**src/rtl/abt_pkg.sv**
```systemverilog
package abt_pkg;

  typedef enum logic [2:0] {
    ST_IDLE  = 3'd0,
    ST_REQ   = 3'd1,
    ST_START = 3'd2,
    ST_HOLD  = 3'd3,
    ST_RSAMP = 3'd4
  } abt_state_e;

  // States in which the address group is owned and driven.
  function automatic logic owns_bus(abt_state_e s);
    return (s == ST_START) || (s == ST_HOLD);
  endfunction

endpackage

```
**src/rtl/abt_seq.sv**
```systemverilog
module abt_seq
  import abt_pkg::*;
(
  input  logic clk,
  input  logic rst_n,
  input  logic req_fire_i,
  input  logic grant_i,
  input  logic ack_i,
  input  logic retry_i,
  output logic load_o,
  output logic drive_nxt_o,
  output logic start_q_o,
  output logic busy_q_o,
  output logic ready_q_o,
  output logic done_q_o,
  output logic bus_req_o
);

  abt_state_e st_q, st_d;

  always_comb begin
    st_d = st_q;
    unique case (st_q)
      ST_IDLE:  if (req_fire_i) st_d = ST_REQ;
      ST_REQ:   if (grant_i)    st_d = ST_START;
      ST_START: st_d = ack_i ? ST_RSAMP : ST_HOLD;
      ST_HOLD:  if (ack_i)      st_d = ST_RSAMP;
      ST_RSAMP: st_d = retry_i ? ST_REQ : ST_IDLE;
      default:  st_d = ST_IDLE;
    endcase
  end

  always_ff @(posedge clk or negedge rst_n) begin
    if (!rst_n) st_q <= ST_IDLE;
    else        st_q <= st_d;
  end

  assign load_o      = (st_q == ST_IDLE) && req_fire_i;
  assign drive_nxt_o = owns_bus(st_d);
  assign bus_req_o   = (st_q == ST_REQ);

  // Registered strobes: each reflects the state entered on the same edge.
  always_ff @(posedge clk or negedge rst_n) begin
    if (!rst_n) begin
      start_q_o <= 1'b0;
      busy_q_o  <= 1'b0;
      ready_q_o <= 1'b0;
      done_q_o  <= 1'b0;
    end else begin
      start_q_o <= (st_d == ST_START);
      busy_q_o  <= drive_nxt_o;
      ready_q_o <= (st_d == ST_IDLE);
      done_q_o  <= (st_q == ST_RSAMP) && !retry_i;
    end
  end

endmodule

```
**src/rtl/abt_capture.sv**
```systemverilog
module abt_capture #(
  parameter int W = 8
) (
  input  logic         clk,
  input  logic         rst_n,
  input  logic         load_i,
  input  logic [W-1:0] d_i,
  output logic [W-1:0] q_o
);

  always_ff @(posedge clk or negedge rst_n) begin
    if (!rst_n)      q_o <= '0;
    else if (load_i) q_o <= d_i;
  end

endmodule

```
**src/rtl/abt_drive.sv**
```systemverilog
module abt_drive #(
  parameter int W = 8
) (
  input  logic         clk,
  input  logic         rst_n,
  input  logic         en_nxt_i,
  input  logic [W-1:0] d_i,
  output logic [W-1:0] q_o,
  output logic         oe_o
);

  // Registered pad stage: value and enable switch together on the edge.
  always_ff @(posedge clk or negedge rst_n) begin
    if (!rst_n) begin
      q_o  <= '0;
      oe_o <= 1'b0;
    end else begin
      oe_o <= en_nxt_i;
      q_o  <= en_nxt_i ? d_i : '0;
    end
  end

endmodule

```
**src/rtl/abt_master.sv**
```systemverilog
module abt_master #(
  parameter int AW   = 32,
  parameter int TW   = 5,
  parameter int WAYW = 2
) (
  input  logic            clk,
  input  logic            rst_n,
  input  logic            req_valid_i,
  output logic            req_ready_o,
  input  logic [AW-1:0]   req_addr_i,
  input  logic [TW-1:0]   req_attr_i,
  input  logic [WAYW-1:0] req_way_i,
  output logic            done_o,
  output logic            bus_req_o,
  input  logic            bus_grant_i,
  output logic            start_o,
  output logic            tenure_busy_o,
  output logic [AW-1:0]   addr_o,
  output logic            addr_oe_o,
  output logic [TW-1:0]   attr_o,
  output logic            attr_oe_o,
  output logic [WAYW-1:0] way_o,
  output logic            way_oe_o,
  input  logic            addr_ack_i,
  input  logic            addr_retry_i,
  input  logic            prio_cfg_en_i,
  input  logic            prio_snoop_i,
  output logic            rsv_slot_o
);

  localparam int PW      = AW + TW + WAYW;
  localparam int ATTR_LO = WAYW;
  localparam int ADDR_LO = WAYW + TW;

  generate
    if (WAYW < 1 || WAYW > 3) begin : g_bad_way
      $error("abt_master: WAYW must lie in 1..3");
    end
  endgenerate

  logic          fire;
  logic          load;
  logic          drive_nxt;
  logic [PW-1:0] held;

  assign fire = req_valid_i && req_ready_o;

  abt_seq u_seq (
    .clk        (clk),
    .rst_n      (rst_n),
    .req_fire_i (fire),
    .grant_i    (bus_grant_i),
    .ack_i      (addr_ack_i),
    .retry_i    (addr_retry_i),
    .load_o     (load),
    .drive_nxt_o(drive_nxt),
    .start_q_o  (start_o),
    .busy_q_o   (tenure_busy_o),
    .ready_q_o  (req_ready_o),
    .done_q_o   (done_o),
    .bus_req_o  (bus_req_o)
  );

  abt_capture #(.W(PW)) u_hold (
    .clk   (clk),
    .rst_n (rst_n),
    .load_i(load),
    .d_i   ({req_addr_i, req_attr_i, req_way_i}),
    .q_o   (held)
  );

  abt_drive #(.W(AW)) u_drv_addr (
    .clk     (clk),
    .rst_n   (rst_n),
    .en_nxt_i(drive_nxt),
    .d_i     (held[ADDR_LO +: AW]),
    .q_o     (addr_o),
    .oe_o    (addr_oe_o)
  );

  abt_drive #(.W(TW)) u_drv_attr (
    .clk     (clk),
    .rst_n   (rst_n),
    .en_nxt_i(drive_nxt),
    .d_i     (held[ATTR_LO +: TW]),
    .q_o     (attr_o),
    .oe_o    (attr_oe_o)
  );

  abt_drive #(.W(WAYW)) u_drv_way (
    .clk     (clk),
    .rst_n   (rst_n),
    .en_nxt_i(drive_nxt),
    .d_i     (held[0 +: WAYW]),
    .q_o     (way_o),
    .oe_o    (way_oe_o)
  );

  assign rsv_slot_o = prio_cfg_en_i && prio_snoop_i && tenure_busy_o;

endmodule

```
**config.mk**
```make
export PLATFORM = sky130hd
export DESIGN_NAME = abt_master
export DESIGN_NICKNAME = d
export VERILOG_FILES = /design/src/rtl/abt_pkg.sv /design/src/rtl/abt_seq.sv /design/src/rtl/abt_capture.sv /design/src/rtl/abt_drive.sv /design/src/rtl/abt_master.sv
export SDC_FILE = /design/constraint.sdc
export NUM_CORES = 1
export LEC_CHECK = 0
export ABC_AREA = 1
export BUFFER_PORTS_ARGS = -buffer_cell sky130_fd_sc_hd__buf_2
export CAP_MARGIN = 20
export CORE_MARGIN = 2
export CORE_UTILIZATION = 50
export DETAILED_ROUTE_END_ITERATION = 12
export GPL_ROUTABILITY_DRIVEN = 0
export GPL_TIMING_DRIVEN = 0
export PLACE_DENSITY = 0.86
export SLEW_MARGIN = 20
export SYNTH_ARGS = -nofsm -noshare
export SYNTH_HDL_FRONTEND = slang
export SYNTH_SLANG_ARGS = --single-unit
```
**constraint.sdc**
```tcl
create_clock -name clk -period 1.8 [get_ports clk]
set_clock_uncertainty 0.15 [all_clocks]
set_input_delay 0.36 -clock clk [delete_from_list [all_inputs] [get_ports clk]]
set_output_delay 0.36 -clock clk [all_outputs]
set_load 0.02 [all_outputs]
```
==> impl_metrics.py, run 1 <==
metrics = {
    "outcome": {
        "outcome": "completed",
    },
    "routing": {
        "met1_length_mm": 2.59,
        "dr_wl_met3_um": 290,
        "wirelength_mm": 6.03,
        "dr.max_layer_used": "met4",
        "vias": 2150,
        "first_pass_iters": 4,
        "drc": 0,
        "routedWlPerCell_um": 12.8,
        "detail_route.vias_per_cell": 4.57,
        "drt-initial-drc-count": 59,
        "drtAntennaViolNets": 0,
        "routed-wl-met2_mm": 3.06,
    },
    "timing": {
        "slew_headroom": 0.674,
        "hold_violations": 0,
        "setup_viol": 0,
        "max_slew.worst_pin.slew_ns": 0.490,
        "drv_slew": 0,
        "period_share": 0.962,
        "fmax_mhz": 578,
        "fin_crit_ns": 1.73,
        "rsz0062_at_grt": "no",
    },
    "logic_synthesis": {
        "synth_top_cell_area_share": 0.694,
        "syn_area_per_cell_sq_um": 10.8,
        "ys_seq_area_frac": 0.694,
        "synthesis.area_sq_mm": 0.00307,
        "synthTopCellsByArea": "dfrtp_1 69%, nor2_1 8.7%, a21oi_1 6.4%",
        "synth_edf_count": 0,
        "yosysMostFrequentCell": "dfrtp_1",
        "async_flop_share": 1.00,
        "yosysWarnings": 0,
        "synth_cells": 283,
        "synthTopCellsByCount": "85 x dfrtp_1, 71 x nor2_1, 46 x inv_1",
        "yosysTopAreaCell": "dfrtp_1",
        "synth_seq_cells": 85,
        "synthFlopType": "dfrtp_1",
        "synth_fp_nets": 330,
        "ys_types": 18,
    },
    "cells_and_area": {
        "design_area_sq_mm": 0.00386,
        "nNetsFinal": 437,
        "postLayoutCoreUtil": 0.653,
        "final_cell_count_no_fill": 470,
        "area_growth_syn_to_layout_pct": 26.0,
        "drive_above_1_share": 0.367,
        "antenna_cells": 0,
    },
    "critical_path": {
        "crit_fanout": 4,
        "crit_required_ns": 1.29,
        "path_class": "flip-flop to output pin",
        "critical_path.max_stage_delay_ns": 0.43,
        "cp-end-kind": "output pin",
        "worst_setup_path_start_kind": "flip-flop",
        "worstPathBufferInverterCount": 3,
        "cpLargestDelayFamily": "flip-flops",
        "cp.arrival_ns": 1.22,
        "cp_cell_sequence": "inv_2, nand3_2, inv_2, buf_2",
        "cpMostUsedCell": "inv_2",
        "slowest_stage": "dfrtp_1",
    },
    "floorplanning": {
        "rows": 28,
        "start_util": 0.518,
        "core_sq_mm": 0.00592,
        "fp.dieArea_sq_mm": 0.00678,
        "die_w_um": 82.3,
        "pin_count": 95,
        "fp.dieH_um": 82.3,
    },
    "place": {
        "placed_cell_area_sq_mm": 0.00365,
        "port_buffers": 94,
        "post-dp-hpwl_mm": 4.22,
        "placed_cells": 453,
    },
    "cts": {
        "clockBufferDepth": 2,
        "cts_tree": "done",
        "clock_latency_ns": 0.34,
        "cts_buffers": 9,
        "post_cts_buffers": 0,
        "cts_root_buf": "clkbuf_8",
        "clkTransAtPathRegs_ns": 0.08,
        "cts_max_level": 3,
        "cts.sinks": 85,
    },
    "global_route": {
        "grt_pass1_wl_mm": 9.60,
        "antenna_found_initial": 0,
        "first_global_vias": 2051,
        "grt_max_degree": 49,
        "track_usage": 0.191,
        "grt-ovfl-total": 0,
    },
    "worst_hold_path": {
        "hold_class": "input pin to flip-flop",
    },
    "power": {
        "ir_worst_vdd_uv": 849,
        "power_leakage_nw": 2.26,
        "p_per_area_mw_per_mm2": 1770,
    },
    "job": {
        "max_cap_viol_count": 0,
    },
}
-- logic make-up (layout without fill, tap and decap cells) --
family	after synthesis	in the layout	synth area share
and+or+nand+nor	95	95	0.144
DFF	85	85	0.694
buffers and inverters	64	176	0.0987
AOI/OAI and AO/OA	39	39	0.0636
-- state kept, by name, indices dropped and copies added, names as in the netlist --
register         count
u_seq.start_q_o      1
u_drv_way.oe_o       1
u_drv_addr.q_o      32
u_drv_way.q_o        2
u_seq.st_q           3
u_drv_attr.q_o       5
u_hold.q_o          39
u_seq.done_q_o       1
u_seq.ready_q_o      1
-- path summary, 6_finish.rpt --
kind,from,depth (start not counted),slack (ns),to
setup / recovery,u_seq.st_q[2],4,0.07,bus_req_o
hold / removal,addr_retry_i,2,0.04,u_seq.done_q_o
min in group asynchronous,rst_n,2,0.38,u_drv_addr.q_o[1]
max in group asynchronous,rst_n,3,0.50,u_hold.q_o[33]
hold reg to reg,u_hold.q_o[32],2,0.34,u_drv_addr.q_o[25]
setup reg to reg,u_seq.st_q[0],5,0.32,u_hold.q_o[33]
-- per-layer routing --
| layer | vias to the layer above | global-route usage |
|---|---|---|
| met2 | 56 | 0.321 |
| met1 | 1026 | 0.242 |
| met3 | 10 | 0.0391 |
| met5 | - | 0 |
| li1 | 1058 | - |
| met4 | 0 | 0.0800 |
-- placed cells by master (no fill, tap or decap), drive strengths merged --
cell,instances
clkinvlp,2
nand2,4
dlygate4sd3,1
nor3,1
clkbuf,11
inv,50
bufinv,1
a21oi,39
and3,1
nand3,5
dfrtp,85
buf,110
nor2,83
clkinv,1
nor4,1
-- worst reg2reg max path, cell delays in order (launching register included) --
cell,delay (ns)
dfrtp_1,0.41
nor2_2,0.15
nand3_2,0.15
buf_4,0.21
buf_6,0.15
a21oi_1,0.16
-- metrics by stage --
stage | setup TNS, ns | hold WS (ns) | setup slack [ns] | power (mW)
finish | 0 | 0.0434 | 0.0688 | 6.83
global route | 0 | 0.0276 | 0.000501 | 7.30
CTS | 0 | 0.0232 | 0.0191 | 6.90
detailed placement | 0 | 0.205 | 0.305 | 5.56
global placement | -31.41 | 0.318 | -0.374 | 5.41
floorplan | 0 | -0.0856 | 0.460 | 4.70
-- report_power, final --
group	internal [mW]	switching, mW
logic	0.870	1.69
clock network	0.682	0.656
registers	2.69	0.238
total	4.25	2.58
-- cell type report --
type	count	area [sq um]
Buffer	15	116
Clock buffer	11	141
Clock inverter	5	58.8
Fill cell	488	2060
Inverter	49	186
Multi-Input combinational cell	134	637
Sequential cell	85	2130
Tap cell	75	93.8
Timing Repair Buffer	96	503
-- what timing repair did --
item / 4_1_cts / 5_1_grt
endpoints found under the hold margin: 37 / 0
gates resized for setup: 0 / 1
setup endpoints to repair: 0 / 1
hold buffers: 1 / 0
No activity file was read; power rests on OpenSTA's default activity.
==> run 2, diff against run 1 <==
Settings changed: GPL_TIMING_DRIVEN 0 to unset.
==> impl_metrics.py, run 2 (synthesis gave the netlist of run 1 again) <==
metrics = {
    "outcome": {
        "outcome": "completed",
    },
    "place": {
        "post-dp-hpwl_mm": 3.90,
        "port_buffers": 94,
    },
    "timing": {
        "fin_crit_ns": 1.73,
        "period_share": 0.963,
        "fmax_mhz": 577,
        "setup_viol": 0,
        "rsz0062_at_grt": "no",
        "drv_slew": 0,
        "setup-tns-final_ns": 0,
        "whs_ns": 0.0587,
        "slew_headroom": 0.716,
        "max_slew.worst_pin.slew_ns": 0.427,
        "hold_violations": 0,
    },
    "power": {
        "ir_worst_vdd_uv": 1210,
        "power_leakage_nw": 2.25,
        "p_per_area_mw_per_mm2": 1780,
    },
    "cts": {
        "cts.sinks": 85,
        "cts_tree": "done",
        "clkTransAtPathRegs_ns": 0.07,
        "cts_root_buf": "clkbuf_8",
        "cts_buffers": 9,
        "post_cts_buffers": 0,
        "clockBufferDepth": 2,
        "clock_latency_ns": 0.33,
        "cts_max_level": 3,
    },
    "routing": {
        "first_pass_iters": 5,
        "drtAntennaViolNets": 0,
        "drt-initial-drc-count": 83,
        "drc": 0,
        "vias": 2110,
        "routedWlPerCell_um": 12.2,
        "wirelength_mm": 5.61,
        "detail_route.vias_per_cell": 4.58,
    },
    "floorplanning": {
        "start_util": 0.518,
        "pin_count": 95,
        "fp.dieH_um": 82.3,
        "rows": 28,
        "die_w_um": 82.3,
        "core_sq_mm": 0.00592,
        "fp.dieArea_sq_mm": 0.00678,
    },
    "global_route": {
        "track_usage": 0.175,
        "grt_max_degree": 44,
        "grt-ovfl-total": 0,
        "antenna_found_initial": 0,
        "grt_pass1_wl_mm": 8.77,
        "first_global_vias": 2011,
    },
    "critical_path": {
        "slowest_stage": "dfrtp_1",
        "cpMostUsedCell": "inv_2",
        "cp.arrival_ns": 1.22,
        "r2r_start": "u_seq.st_q[2]",
        "crit_required_ns": 1.29,
        "worst_setup_path_start_kind": "flip-flop",
        "crit_fanout": 4,
        "crit_path_start": "u_seq.st_q[2]",
        "path_class": "flip-flop to output pin",
        "critical_path.max_stage_delay_ns": 0.44,
        "r2r_setup_slack_ns": 0.28,
        "cp_cell_sequence": "inv_2, nand3_2, inv_2, buf_2",
        "cp-end-kind": "output pin",
    },
    "cells_and_area": {
        "largest_reg_flops": 39,
        "top_register": "u_hold.q_o",
        "nFillCells": 460,
        "area_growth_syn_to_layout_pct": 24.9,
        "reg_top3": "u_hold.q_o (39), u_drv_addr.q_o (32), u_drv_attr.q_o (5)",
        "drive_above_1_share": 0.352,
        "layout_commonest_cell": "buf_2",
        "postLayoutCoreUtil": 0.647,
        "mostFrequentLayoutCells": "93 x buf_2, 85 x dfrtp_1, 71 x nor2_1, 45 x inv_1, 39 x a21oi_1",
        "antenna_cells": 0,
        "nNetsFinal": 428,
    },
    "worst_hold_path": {
        "hold_start": "addr_retry_i",
        "hold_class": "input pin to flip-flop",
    },
    "job": {
        "max_cap_viol_count": 0,
    },
}
## run 2: what timing repair did
item | in CTS | in global routing
gates resized for setup | 0 | 1
hold buffers | 1 | 0
endpoints found under the setup margin | 0 | 1
hold endpoints to repair | 30 | 0
## run 2: routing by layer
| metal | vias to the layer above | wire (um) | part of all wire | track usage |
|---|---|---|---|---|
| li1 | 1035 | - | - | - |
| met1 | 993 | 2380 | 0.43 | 0.223 |
| met2 | 73 | 2760 | 0.49 | 0.286 |
| met3 | 9 | 370 | 0.066 | 0.0391 |
| met4 | 0 | 90 | 0.016 | 0.0833 |
| met5 | - | 0 | 0 | 0 |
## run 2: critical path: cells and delay by family, from the launching register on
family        cells  cell delay, ns
flops             1            0.44
buf+inv           3            0.37
simple gates      1            0.09
## run 2: final timing paths
check | end | depth (start not counted)
setup / recovery | bus_req_o | 4
hold / removal | u_seq.done_q_o | 2
setup reg to reg | u_drv_attr.q_o[2] | 8
hold reg to reg | u_drv_addr.q_o[8] | 2
max in group asynchronous | u_drv_addr.q_o[30] | 3
min in group asynchronous | u_drv_addr.q_o[14] | 2
## run 2: cell type report
type                            instances  area (sq um)  area share
Multi-Input combinational cell        134           637       0.166
Clock buffer                           12           155      0.0405
Tap cell                               75          93.8      0.0245
Sequential cell                        85          2130       0.555
Clock inverter                          4          70.1      0.0183
Inverter                               49           186      0.0487
Timing Repair Buffer                  102           561       0.146
## run 2: through the flow
stage	cells	setup slack (ns)	cell area [sq um]	power, mW
2_1_floorplan	283	0.460	3070	4.70
3_3_place_gp	444	0.378	3590	5.29
3_5_place_dp	444	0.317	3590	5.40
4_1_cts	461	0.0333	3830	6.88
5_1_grt	461	0.00859	3830	7.27
6_report	461	0.0669	3830	6.81
## run 2: report_power, final
part           leakage (nW)  internal (mW)  switching, mW
combinational          1.10          0.772           1.63
clock                 0.116          0.854          0.619
sequential             1.03           2.69          0.237
total                  2.25           4.32           2.49
==> run 3, diff against run 2 <==
Settings changed: CORE_UTILIZATION 50 to 51, PLACE_DENSITY 0.86 to 0.87, REMOVE_ABC_BUFFERS set to 1, SYNTH_HIERARCHICAL set to 1.
==> impl_metrics.py, run 3 <==
metrics = {
    "cts": {
        "cts_max_level": 3,
        "clkTransAtPathRegs_ns": 0.08,
        "cts_resized": 0,
        "clock_latency_ns": 0.34,
        "cts.sinks": 88,
        "clockBufferDepth": 2,
        "cts_root_buf": "clkbuf_8",
        "cts_buffers": 9,
        "cts_tree": "done",
    },
    "cells_and_area": {
        "nFillCells": 488,
        "mostFrequentLayoutCells": "163 x nand2_1, 93 x buf_2, 88 x dfrtp_1, 45 x inv_1, 10 x clkbuf_8",
        "reg_top3": "u_hold/q_o (39), u_drv_addr/q_o (32), u_drv_attr/q_o (5)",
        "antenna_cells": 0,
        "postLayoutCoreUtil": 0.665,
        "drive_above_1_share": 0.299,
        "top_register": "u_hold/q_o",
        "area_growth_syn_to_layout_pct": 24.8,
        "largest_reg_flops": 39,
        "nNetsFinal": 473,
        "layout_commonest_cell": "nand2_1",
    },
    "routing": {
        "detail_route.vias_per_cell": 4.47,
        "first_pass_iters": 4,
        "routedWlPerCell_um": 11.7,
        "vias": 2262,
        "drc": 0,
        "wirelength_mm": 5.94,
        "drtAntennaViolNets": 0,
        "drt-initial-drc-count": 197,
    },
    "floorplanning": {
        "core_sq_mm": 0.00596,
        "die_w_um": 82.9,
        "rows": 28,
        "start_util": 0.533,
        "fp.dieH_um": 82.9,
        "fp.dieArea_sq_mm": 0.00687,
        "pin_count": 95,
    },
    "timing": {
        "period_share": 0.946,
        "finalWorstSetupSlack_ns": 0.0971,
        "max_slew.worst_pin.slew_ns": 0.645,
        "fmax_mhz": 587,
        "slew_headroom": 0.569,
        "whs_ns": 0.0429,
        "setup_viol": 0,
        "fin_crit_ns": 1.70,
        "hold_violations": 0,
        "rsz0062_at_grt": "no",
        "drv_slew": 0,
    },
    "logic_synthesis": {
        "async_flop_share": 1.00,
        "synthTopCellsByArea": "dfrtp_1 69%, nand2_1 19%, inv_1 5.3%",
        "synthFlopType": "dfrtp_1",
        "synth_cells": 324,
        "synth_edf_count": 0,
        "synth_seq_cells": 88,
        "yosysTopAreaCell": "dfrtp_1",
        "ys_seq_area_frac": 0.694,
        "ys_types": 15,
        "synthTopCellsByCount": "163 x nand2_1, 88 x dfrtp_1, 45 x inv_1",
        "syn_area_per_cell_sq_um": 9.80,
        "yosysWarnings": 6,
        "synthesis.area_sq_mm": 0.00317,
        "synth_top_cell_area_share": 0.694,
        "yosysMostFrequentCell": "nand2_1",
    },
    "outcome": {
        "outcome": "completed",
    },
    "critical_path": {
        "critical_path.max_stage_delay_ns": 0.43,
        "cp_cell_sequence": "nor3_2, buf_2",
        "slowest_stage": "dfrtp_1",
        "r2r_cells": 6,
        "cp.arrival_ns": 1.19,
        "crit_required_ns": 1.29,
        "path_class": "flip-flop to output pin",
        "cp-end-kind": "output pin",
        "worst_setup_path_start_kind": "flip-flop",
        "crit_fanout": 4,
    },
    "global_route": {
        "grt-ovfl-total": 0,
        "track_usage": 0.182,
        "grt_max_degree": 40,
        "grt_pass1_wl_mm": 9.84,
        "antenna_found_initial": 0,
        "first_global_vias": 2174,
    },
    "worst_hold_path": {
        "hold_class": "input pin to flip-flop",
        "whs_path_depth": 2,
    },
    "job": {
        "max_cap_viol_count": 0,
    },
    "power": {
        "power_leakage_nw": 2.59,
        "ir_worst_vdd_uv": 736,
        "p_per_area_mw_per_mm2": 1610,
    },
    "place": {
        "port_buffers": 94,
        "post-dp-hpwl_mm": 4.20,
        "place_ws_ns": 0.152,
    },
}
-- run 3: cell types whose count changed in the layout (fill, tap and decap cells not counted), moves of 2 or more --
cell / previous run / this run
clkinvlp_4: 0 / 2
nor2_2: 11 / 3
nand4_1: 0 / 2
a21oi_1: 39 / 0
nor2_4: 0 / 2
nor2_1: 71 / 0
nand2_1: 3 / 163
dfrtp_1: 85 / 88
nand3_1: 3 / 1
-- run 3: logic make-up after synthesis --
group,after synthesis,share of synthesized area
buf+inv,60,0.0836
flops,88,0.694
simple gates,176,0.223
-- run 3: worst max-delay path, delay by kind of cell (launching register included) --
family        cells  cell delay, ns
flops             1            0.43
buf+inv           1            0.20
simple gates      1            0.22
-- run 3: through the flow --
step                cells  power, mW  TNS [ns]  area, sq um
floorplan             313       4.21    -32.22         3090
global placement      489       4.81         0         3730
detailed placement    489       4.94         0         3730
CTS                   506       6.42         0         3960
global route          506       6.79         0         3960
finish                506       6.36         0         3960
-- run 3: where the power goes --
group | internal, mW | switching, mW | total, mW
logic | 0.618 | 1.31 | 1.92
registers | 2.67 | 0.301 | 2.97
clock network | 0.818 | 0.658 | 1.48
total | 4.10 | 2.26 | 6.36
-- run 3: area by class of cell --
type	count	area, sq um	area share
timing repair buffer	102	548	0.138
clock inverter	5	80.1	0.0202
clock buffer	11	141	0.0357
multi-input combinational	176	712	0.180
tap	75	93.8	0.0237
inverter	49	184	0.0464
sequential	88	2200	0.556
-- run 3: worst paths after layout --
kind                                 from                  to  slack, ns
max                         u_seq/st_q[1]           bus_req_o        0.1
max reg2reg                 u_seq/st_q[2]       u_hold/q_o[1]       0.20
min in group asynchronous           rst_n  u_drv_addr/q_o[10]       0.34
max in group asynchronous           rst_n      u_hold/q_o[11]       0.62
min                          addr_retry_i      u_seq/done_q_o       0.04
min reg2reg                u_hold/q_o[20]  u_drv_addr/q_o[13]       0.31
-- run 3: repair_timing --
item | CTS | global route
setup buffers | 0 | 0
endpoints found under the hold margin | 31 | 0
hold buffers | 1 | 0
-- run 3: layer usage --
| metal | part of all wire | up-vias | track usage | routed length (um) |
|---|---|---|---|---|
| li1 | - | 1137 | - | - |
| met1 | 0.44 | 1038 | 0.235 | 2590 |
| met2 | 0.48 | 76 | 0.291 | 2870 |
| met3 | 0.058 | 11 | 0.0388 | 346 |
| met4 | 0.023 | 0 | 0.0984 | 139 |
| met5 | 0 | - | 0 | 0 |
